<file path="src/rtl/txt_attr_pkg.sv">
package txt_attr_pkg;
   typedef logic [11:0] rgb12_t;

   function automatic rgb12_t pal_lookup(input logic [3:0] idx, input logic is_fg);
      logic [3:0] lvl;
      rgb12_t     c;
      if (is_fg) lvl = idx[3] ? 4'hF : 4'hA;
      else       lvl = idx[3] ? 4'h8 : 4'h4;
      c = {idx[2] ? lvl : 4'h0, idx[1] ? lvl : 4'h0, idx[0] ? lvl : 4'h0};
      if (idx == 4'd0 && is_fg)  c = 12'h0F0;
      if (idx == 4'd8)           c = is_fg ? 12'h555 : 12'h222;
      return c;
   endfunction
endpackage

</file>
<file path="src/rtl/txt_palette.sv">
module txt_palette
   import txt_attr_pkg::*;
#(
   parameter bit IS_FG = 1'b1
)(
   input  logic [3:0] idx,
   output rgb12_t     color
);
   generate
      if (IS_FG) begin : g_fg
         assign color = pal_lookup(idx, 1'b1);
      end else begin : g_bg
         assign color = pal_lookup(idx, 1'b0);
      end
   endgenerate
endmodule

</file>
<file path="src/rtl/txt_blink.sv">
module txt_blink #(
   parameter int PERIOD = 32
)(
   input  logic clk,
   input  logic rst_n,
   input  logic tick,
   output logic visible
);
   localparam int CNTW = (PERIOD > 1) ? $clog2(PERIOD) : 1;

   generate
      if (PERIOD < 1) begin : g_bad
         $error("txt_blink: PERIOD must be at least 1");
      end
   endgenerate

   logic [CNTW-1:0] cnt;

   always_ff @(posedge clk) begin
      if (!rst_n) begin
         cnt     <= '0;
         visible <= 1'b0;
      end else if (tick) begin
         if (cnt == CNTW'(PERIOD - 1)) begin
            cnt     <= '0;
            visible <= ~visible;
         end else begin
            cnt <= cnt + 1'b1;
         end
      end
   end


   phase_tick_chk: assert property (@(posedge clk) disable iff (!rst_n)
      (rst_n && $past(rst_n) && !$stable(visible)) |-> $past(tick));
endmodule

</file>
<file path="src/rtl/txt_clear_eng.sv">
module txt_clear_eng #(
   parameter int N_CELLS = 3200,
   parameter int AW      = 12
)(
   input  logic          clk,
   input  logic          rst_n,
   input  logic          start,
   output logic          busy,
   output logic [AW-1:0] addr
);
   localparam logic [AW-1:0] LAST = AW'(N_CELLS - 1);

   generate
      if (N_CELLS < 1 || N_CELLS > (1 << AW)) begin : g_bad
         $error("txt_clear_eng: N_CELLS does not fit the address width");
      end
   endgenerate

   always_ff @(posedge clk) begin
      if (!rst_n) begin
         busy <= 1'b0;
         addr <= '0;
      end else if (busy) begin
         if (addr == LAST) begin
            busy <= 1'b0;
            addr <= '0;
         end else begin
            addr <= addr + 1'b1;
         end
      end else if (start) begin
         busy <= 1'b1;
         addr <= '0;
      end
   end


   clr_step_chk: assert property (@(posedge clk) disable iff (!rst_n)
      (busy && addr != LAST) |=> (busy && addr == $past(addr) + 1'b1));

   clr_end_chk: assert property (@(posedge clk) disable iff (!rst_n)
      (busy && addr == LAST) |=> !busy);

   clr_norestart_chk: assert property (@(posedge clk) disable iff (!rst_n)
      (busy && start && addr != LAST) |=> addr != '0);
endmodule

</file>
<file path="src/rtl/txt_attr_pixgen.sv">
module txt_attr_pixgen
   import txt_attr_pkg::*;
#(
   parameter int         COLS         = 80,
   parameter int         ROWS         = 40,
   parameter int         FONT_W       = 8,
   parameter int         BLINK_FRAMES = 32,
   parameter logic [3:0] DEF_FG       = 4'd0,
   parameter logic [3:0] DEF_BG       = 4'd0,
   parameter logic [7:0] CLR_CHAR     = 8'h20,
   localparam int        N_CELLS      = COLS * ROWS,
   localparam int        AW           = $clog2(N_CELLS),
   localparam int        CW           = (COLS > 1) ? $clog2(COLS) : 1,
   localparam int        RW           = (ROWS > 1) ? $clog2(ROWS) : 1,
   localparam int        PXW          = (FONT_W > 1) ? $clog2(FONT_W) : 1
)(
   input  logic              clk,
   input  logic              rst_n,
   input  logic              frame_tick,
   input  logic              pix_valid,
   input  logic [15:0]       cell_word,
   input  logic [FONT_W-1:0] font_row,
   input  logic [PXW-1:0]    pix_idx,
   input  logic [CW-1:0]     cell_col,
   input  logic [RW-1:0]     cell_row,
   input  logic              cur_en,
   input  logic [CW-1:0]     cur_col,
   input  logic [RW-1:0]     cur_row,
   output logic              rgb_valid,
   output logic [11:0]       rgb,
   input  logic              clr_start,
   input  logic              cpu_we,
   input  logic [AW-1:0]     cpu_addr,
   input  logic [15:0]       cpu_wdata,
   output logic              clr_busy,
   output logic              mem_we,
   output logic [AW-1:0]     mem_addr,
   output logic [15:0]       mem_wdata
);
   localparam logic [15:0] DEF_CELL = {DEF_BG, DEF_FG, CLR_CHAR};

   generate
      if (COLS < 1 || ROWS < 1 || FONT_W < 1) begin : g_bad
         $error("txt_attr_pixgen: geometry parameters must be positive");
      end
   endgenerate

   // colour lookup
   rgb12_t fg_c, bg_c;
   txt_palette #(.IS_FG(1'b1)) u_pal_fg (.idx(cell_word[11:8]),  .color(fg_c));
   txt_palette #(.IS_FG(1'b0)) u_pal_bg (.idx(cell_word[15:12]), .color(bg_c));

   // blink phase
   logic blink_vis;
   txt_blink #(.PERIOD(BLINK_FRAMES)) u_blink (
      .clk(clk), .rst_n(rst_n), .tick(frame_tick), .visible(blink_vis));

   // stage 1: colours, selected font bit, swap decision
   rgb12_t s1_fg, s1_bg;
   logic   s1_bit, s1_swap, s1_v;
   logic   at_cursor;

   assign at_cursor = cur_en && blink_vis && (cell_col == cur_col) && (cell_row == cur_row);

   always_ff @(posedge clk) begin
      if (!rst_n) begin
         s1_v    <= 1'b0;
         s1_fg   <= '0;
         s1_bg   <= '0;
         s1_bit  <= 1'b0;
         s1_swap <= 1'b0;
      end else begin
         s1_v    <= pix_valid;
         s1_fg   <= fg_c;
         s1_bg   <= bg_c;
         s1_bit  <= font_row[PXW'(FONT_W - 1) - pix_idx];
         s1_swap <= at_cursor;
      end
   end

   // stage 2: final colour
   always_ff @(posedge clk) begin
      if (!rst_n) begin
         rgb_valid <= 1'b0;
         rgb       <= '0;
      end else begin
         rgb_valid <= s1_v;
         rgb       <= (s1_bit ^ s1_swap) ? s1_fg : s1_bg;
      end
   end

   // clear engine and write port
   logic [AW-1:0] clr_addr;
   txt_clear_eng #(.N_CELLS(N_CELLS), .AW(AW)) u_clr (
      .clk(clk), .rst_n(rst_n), .start(clr_start), .busy(clr_busy), .addr(clr_addr));

   assign mem_we    = clr_busy | cpu_we;
   assign mem_addr  = clr_busy ? clr_addr : cpu_addr;
   assign mem_wdata = clr_busy ? DEF_CELL : cpu_wdata;


   pix_latency_chk: assert property (@(posedge clk) disable iff (!rst_n)
      pix_valid |-> ##2 rgb_valid);

   cpu_hold_chk: assert property (@(posedge clk) disable iff (!rst_n)
      (clr_busy && cpu_we) |-> (mem_wdata == DEF_CELL && mem_addr == clr_addr));

   reset_quiet_chk: assert property (@(posedge clk)
      !rst_n |=> (!rgb_valid && !clr_busy));
endmodule

</file>
<file path="config.mk">
export PLATFORM = sky130hd
export DESIGN_NAME = txt_attr_pixgen
export DESIGN_NICKNAME = d
export VERILOG_FILES = /design/src/rtl/txt_attr_pkg.sv /design/src/rtl/txt_palette.sv /design/src/rtl/txt_blink.sv /design/src/rtl/txt_clear_eng.sv /design/src/rtl/txt_attr_pixgen.sv
export SDC_FILE = /design/constraint.sdc
export NUM_CORES = 1
export LEC_CHECK = 0
export BUFFER_PORTS_ARGS = -buffer_cell sky130_fd_sc_hd__buf_4
export CORE_MARGIN = 10
export CORE_UTILIZATION = 40
export CTS_CLUSTER_SIZE = 8
export DETAILED_ROUTE_END_ITERATION = 16
export GPL_TIMING_DRIVEN = 0
export PLACE_DENSITY = 0.73
export SLEW_MARGIN = 20
export SYNTH_ARGS = -nofsm -noshare
export SYNTH_HDL_FRONTEND = slang
export SYNTH_HIERARCHICAL = 1
export SYNTH_SLANG_ARGS = --single-unit
</file>
<file path="constraint.sdc">
create_clock -name clk -period 1.7 [get_ports clk]
set_input_delay 0.17 -clock clk [delete_from_list [all_inputs] [get_ports clk]]
set_output_delay 0.17 -clock clk [all_outputs]
set_load 0.005 [all_outputs]
</file>
==> metrics.cfg, run 1 <==
[timing]
relSlewSlack_pct=58.7
report.final.hold_viol_count=0
fin_skew_ns=0.0103
timing.fmax_mhz=619
slew_viol_final=0
rsz0062_at_grt=true
tightest_slew_ns=0.614
finalSetupViolations=0
fin_crit_sh_pct=95.0
setup_tns_ns=0
period_minus_slack_ns=1.62

[synthesis]
ys_top_cells_by_area=dfxtp_1, and2_1, mux2_2
synth-compound-area-share_pct=12.0
netlist_instances=311
synthXorXnorAreaFrac_pct=5.17
synth-seq-area-share_pct=41.0
synth-adder-area-share_pct=1.30
synthDistinctLibCells=51
syn-mean-instance-area_um2=9.26
synthArstFlopShare_pct=0
synth_top_cell_by_area=dfxtp_1
synthMuxAreaShare_pct=7.39
synthesis.area_mm2=0.00288
synth_ff_type=dfxtp_1
synth_top_family_by_area=simple AND/OR/NAND/NOR gates
synthSimpleGateAreaFrac_pct=26.2
synth_edf_count=0
synthTopCellsByCount=dfxtp_1, nand2_1, and2_1
yosysMostFrequentCell=dfxtp_1
synth-warning-count=6
synth_seq_cells=59
yosysTopAreaCellShare_pct=41.0

[power_and_ir_drop]
ir_drop_mv=0.495
power_leakage_nw=1.82
power.density_mw_per_mm2=822

[drt]
totalWireLength_mm=7.66
drc=0
wl_met1_mm=3.31
wl_met3_um=654
drtPass1Iterations=4
ant_nets=0
avgRoutedWirePerCell_um=14.0
initialDrtViolationCount=83
routed.top_layer=met4
num_vias=2587
wl_met2_mm=3.58
via_per_inst=4.73

[cells_and_area]
final_core_util_pct=60.9
fin_cells=547
drive_gt1_share_pct=44.1
area_growth_pct=46.1
fin_nets=537
diodes=0

[setup_path]
cpMostUsedCell=buf_4
worstSetupEndpointType=primary output
critPathMaxStageDelay_ns=0.36
crit_chain=buf_4, mux2_2, buf_4
reg2reg_slack_ns=0.09
cp_max_fo=19
required_ns=1.53
crit_slowest_cell=dfxtp_1
timing_worst_setup_path_type=register to primary output
crit_arrival_ns=1.45
reg2regPathDepth=6
r2r_start=u_clr/addr[0]$_SDFFE_PN0P_
worstSetupStartpointType=register
r2r-end=u_clr/addr[11]$_SDFFE_PN0P_

[die]
ios=131
die_area_mm2=0.0110
start_util_pct=41.7
row_count=30
chipWidth_um=105
die_h_um=105
core-area_mm2=0.00691

[job]
cap_violations=0

[clocking]
path_clk_slew_ns=0.07
cts_buffers=9
clock_latency_ns=0.34
htree_levels=3
root_buffer=clkbuf_8
clockBufferDepth=2
tritoncts=built
clock-sinks=59

[place]
routabilityCongestion=0.843
placed_cells=530
hpwl_mm=5.95
io_buffers=121

[global_routing]
grt_use_total_pct=13.6
grt_max_degree=20
grt_pass1_wl_mm=12.3
grt_overflow_total=0
grt_pass1_vias=2650
antenna_found_initial=0

[worst_hold_path]
hold_end=s1_v$_SDFF_PN0_
hp-start=pix_valid
hold_path_depth=2
holdCritPathClass=input port to register

[outcome]
status=finished, final reports clean

layout make-up:
type	count	area, um2
inverters	5	18.8
repair buffers	123	921
well taps	96	120
fillers	631	2700
plain buffers	28	185
multi-input cells	220	1540
clock inverters	5	75.1
clock buffers	11	151
flip-flops and latches	59	1190
power breakdown:
group / total [mW] / internal [mW] / leakage, nW / switching (mW)
registers: 1.46 / 1.44 / 0.486 / 0.0277
logic: 0.563 / 0.346 / 1.21 / 0.217
clock network: 1.43 / 0.897 / 0.119 / 0.535
metrics by stage:
| step | hold WS [ns] | cell area, um2 | worst slack, ns | total power, mW |
|---|---|---|---|---|
| finish | 0.0466 | 4210 | 0.0842 | 3.46 |
| global placement | 0.382 | 3920 | -0.136 | 2.04 |
| floorplan | 0.278 | 2890 | 0.0408 | 1.75 |
| CTS | 0.0361 | 4160 | 0.00351 | 3.49 |
| detailed placement | 0.391 | 3920 | -0.145 | 2.06 |
| global route | 0.0406 | 4210 | -0.0113 | 3.64 |
timing repair:
item	in CTS	in global routing
resized for setup	4	16
hold buffers	0	0
pin swaps	1	1
cloned	0	1
setup endpoints to repair	9	16
setup buffers	1	0
sequential cells by signal, summed over array words and instances, names as in the netlist:
| register | count |
|---|---|
| s1_bg | 12 |
| u_blink/visible | 1 |
| rgb_valid | 1 |
| rgb | 12 |
| u_clr/busy | 1 |
| u_blink/cnt | 5 |
| s1_bit | 1 |
| s1_swap | 1 |
| u_clr/addr | 12 |
| s1_fg | 12 |
| s1_v | 1 |
worst max-delay path by stage:
stage,startpoint,to,slack [ns],cells after the start
finish,u_clr/busy$_SDFF_PN0_,mem_addr[0],0.08,3
global route,u_clr/busy$_SDFF_PN0_,mem_addr[7],-0.01,3
CTS,u_clr/busy$_SDFF_PN0_,u_clr/addr[9]$_SDFFE_PN0P_,0.004,4
detailed placement,u_clr/addr[1]$_SDFFE_PN0P_,u_clr/addr[5]$_SDFFE_PN0P_,-0.15,6
global placement,u_clr/addr[0]$_SDFFE_PN0P_,u_clr/addr[5]$_SDFFE_PN0P_,-0.14,6
floorplan,u_clr/addr[0]$_SDFFE_PN0P_,u_clr/addr[5]$_SDFFE_PN0P_,0.04,6
cell families after synthesis:
logic type | Yosys count
simple gates | 134
other cells | 1
buf+inv | 34
mux | 18
compound gates | 45
fa+ha+maj | 3
flops | 59
xor+xnor | 17
layer usage:
layer / GRT usage, % / vias to the layer above
li1: - / 1319
met1: 15.8 / 1156
met2: 21.5 / 104
met3: 5.10 / 8
met4: 6.47 / 0
met5: 0 / -
layout by cell type, fill, tap and decap left out, types with 3 or more instances in the layout:
cell type	n
and2b_1	3
nor3_1	5
clkbuf_8	11
buf_4	138
mux2i_1	4
clkbuf_1	6
nor2_1	6
a21boi_2	10
nand3_1	9
conb_1	3
nor2b_1	19
clkinv_2	3
mux2_2	13
inv_1	4
buf_2	4
nand4_1	8
dfxtp_1	53
a31oi_1	8
nand2_1	34
a21oi_1	6
o21ai_0	5
and2_1	30
xnor2_1	15
dfxtp_2	4
critical path: cells and delay by family, from the launching register on:
kind     cells  cell delay (ns)
buf+inv      2             0.37
mux          1             0.36
flops        1             0.36
No activity file was read; power rests on OpenSTA's default activity.
==> inputs of run 2 (changes only) <==
- PLACE_DENSITY: 0.73 -> 0.7
- clock period: 1.7 -> 1.8 ns (I/O delays scaled with it)
==> run 2 against run 1 <==
Critical path type is now register to register. Clock skew fell by 0.0033 ns. Total power is 2.6% lower. Final cell count fell by 0.18%. Critical endpoint is now u_clr/addr[5]$_SDFFE_PN0P_.
==> metrics.cfg, run 2 (synthesized netlist as in run 1, its figures left out) <==
[place]
io_buffers=121  ; unchanged
postPlaceCellArea_mm2=0.00392  ; unchanged
placed_cells=530  ; unchanged
hpwl_mm=5.98  ; +0.39%
routabilityCongestion=0.829  ; -1.7%

[clocking]
path_clk_slew_ns=0.07  ; about the same
htree_levels=3  ; unchanged
clockBufferDepth=2  ; unchanged
clock-sinks=59  ; unchanged
tritoncts=built
clock_latency_ns=0.33  ; about the same
root_buffer=clkbuf_8
cts_buffers=9  ; unchanged
ctsHoldBuffers=0  ; unchanged

[timing]
period_minus_slack_ns=1.68
setup_tns_ns=0  ; unchanged
timing.fmax_mhz=595
report.final.hold_viol_count=0  ; unchanged
rsz0062_at_grt=true
relSlewSlack_pct=56.5  ; -2.2 points
tightest_slew_ns=0.647  ; +0.0326 ns
slew_viol_final=0  ; unchanged
finalSetupViolations=0  ; unchanged
fin_skew_ns=0.00698  ; -0.00334 ns
fin_crit_sh_pct=93.3
holdWs_ns=0.0559  ; +0.00929 ns

[global_routing]
antenna_found_initial=0  ; unchanged
grt_use_total_pct=13.4  ; -0.16 points
grt_pass1_vias=2604  ; -1.7%
grt_overflow_total=0  ; unchanged
grt_pass1_wl_mm=12.4  ; +1.1%
grt_max_degree=15  ; -25%

[cells_and_area]
area_growth_pct=45.2
fin_nets=536  ; -0.19%
drive_gt1_share_pct=42.4  ; -1.7 points
fin_cells=546  ; -0.18%
mostFrequentLayoutCell=buf_4
diodes=0  ; unchanged
stdcell_area_mm2=0.00418  ; -0.62%
final_cell_mix=buf_4, dfxtp_1, nand2_1, and2_1, nor2b_1

[setup_path]
crit_arrival_ns=1.89  ; +0.44 ns
required_ns=2.01  ; +0.48 ns
worstSetupEndpointType=register
r2r_start=u_clr/addr[4]$_SDFFE_PN0P_
worstSetupStartpoint=u_clr/addr[4]$_SDFFE_PN0P_
reg2reg_slack_ns=0.12  ; +0.03 ns
reg2regPathDepth=6  ; unchanged
r2r-end=u_clr/addr[5]$_SDFFE_PN0P_
worstSetupStartpointType=register
cp_max_fo=10  ; -9
timing_worst_setup_path_type=register to register

[power_and_ir_drop]
power_leakage_nw=1.81  ; -0.39%
power.density_mw_per_mm2=806  ; -1.9%
finalPower_mw=3.37  ; -2.6%
ir_drop_mv=0.396  ; -20%

[job]
cap_violations=0  ; unchanged

[worst_hold_path]
hp-start=pix_idx[0]
hold_end=s1_bit$_SDFF_PN0_
hold_path_depth=2  ; unchanged
holdCritPathClass=input port to register

[drt]
initialDrtViolationCount=135  ; +63%
drc=0  ; unchanged
ant_nets=0  ; unchanged
drtPass1Iterations=4  ; unchanged
totalWireLength_mm=7.60  ; -0.74%
avgRoutedWirePerCell_um=13.9  ; -0.56%
via_per_inst=4.76  ; +0.69%
num_vias=2600  ; +0.50%

[die]
die_area_mm2=0.0110  ; unchanged
core-area_mm2=0.00691  ; unchanged
chipWidth_um=105  ; unchanged
die_h_um=105  ; unchanged
row_count=30  ; unchanged
ios=131  ; unchanged
start_util_pct=41.7  ; unchanged

[outcome]
status=finished, final reports clean

==> run 2: cell type report <==
class	instances	area, um2
fillers	644	2730
multi-input cells	220	1520
flip-flops and latches	59	1180
repair buffers	122	916
plain buffers	28	176
clock buffers	12	145
well taps	96	120
clock inverters	4	97.6
inverters	5	18.8
==> run 2: timing repair <==
item / in CTS / in global routing
setup endpoints to repair: 4 / 18
gates resized for setup: 0 / 7
pin swaps: 1 / 0
setup buffers: 1 / 0
==> run 2: where the power goes <==
part	switching, mW	total (mW)	leakage (nW)	internal [mW]
clock	0.503	1.46	0.117	0.959
sequential	0.0243	1.38	0.484	1.36
combinational	0.202	0.526	1.21	0.324
==> run 2: per-stage QoR <==
step	util [%]	worst slack, ns
finish	60.5	0.121
global placement	56.7	-0.0440
global route	60.5	-0.00872
CTS	60.3	0.0242
detailed placement	56.7	-0.0516
floorplan	-	0.141
==> run 2: metal layers <==
metal,vias to the layer above,track usage [%],routed length [um]
met5,-,0,0
met4,0,5.00,110
met3,9,5.65,694
met2,113,21.6,3490
met1,1155,15.5,3310
li1,1323,-,-
==> run 2: critical path: stages, from the launching register on <==
cell	delay, ns
dfxtp_1	0.33
buf_4	0.15
nand3_1	0.13
o41a_1	0.48
buf_2	0.21
a31oi_1	0.17
o22ai_1	0.10
==> run 2: worst max path at each step <==
stage / end / slack, ns / depth (start not counted)
after floorplan: u_clr/addr[5]$_SDFFE_PN0P_ / 0.14 / 6
after global placement: u_clr/addr[5]$_SDFFE_PN0P_ / -0.04 / 6
after detailed placement: u_clr/addr[5]$_SDFFE_PN0P_ / -0.05 / 6
after CTS: u_clr/addr[5]$_SDFFE_PN0P_ / 0.02 / 6
after global routing: u_clr/addr[8]$_SDFFE_PN0P_ / -0.009 / 6
final: u_clr/addr[5]$_SDFFE_PN0P_ / 0.12 / 6
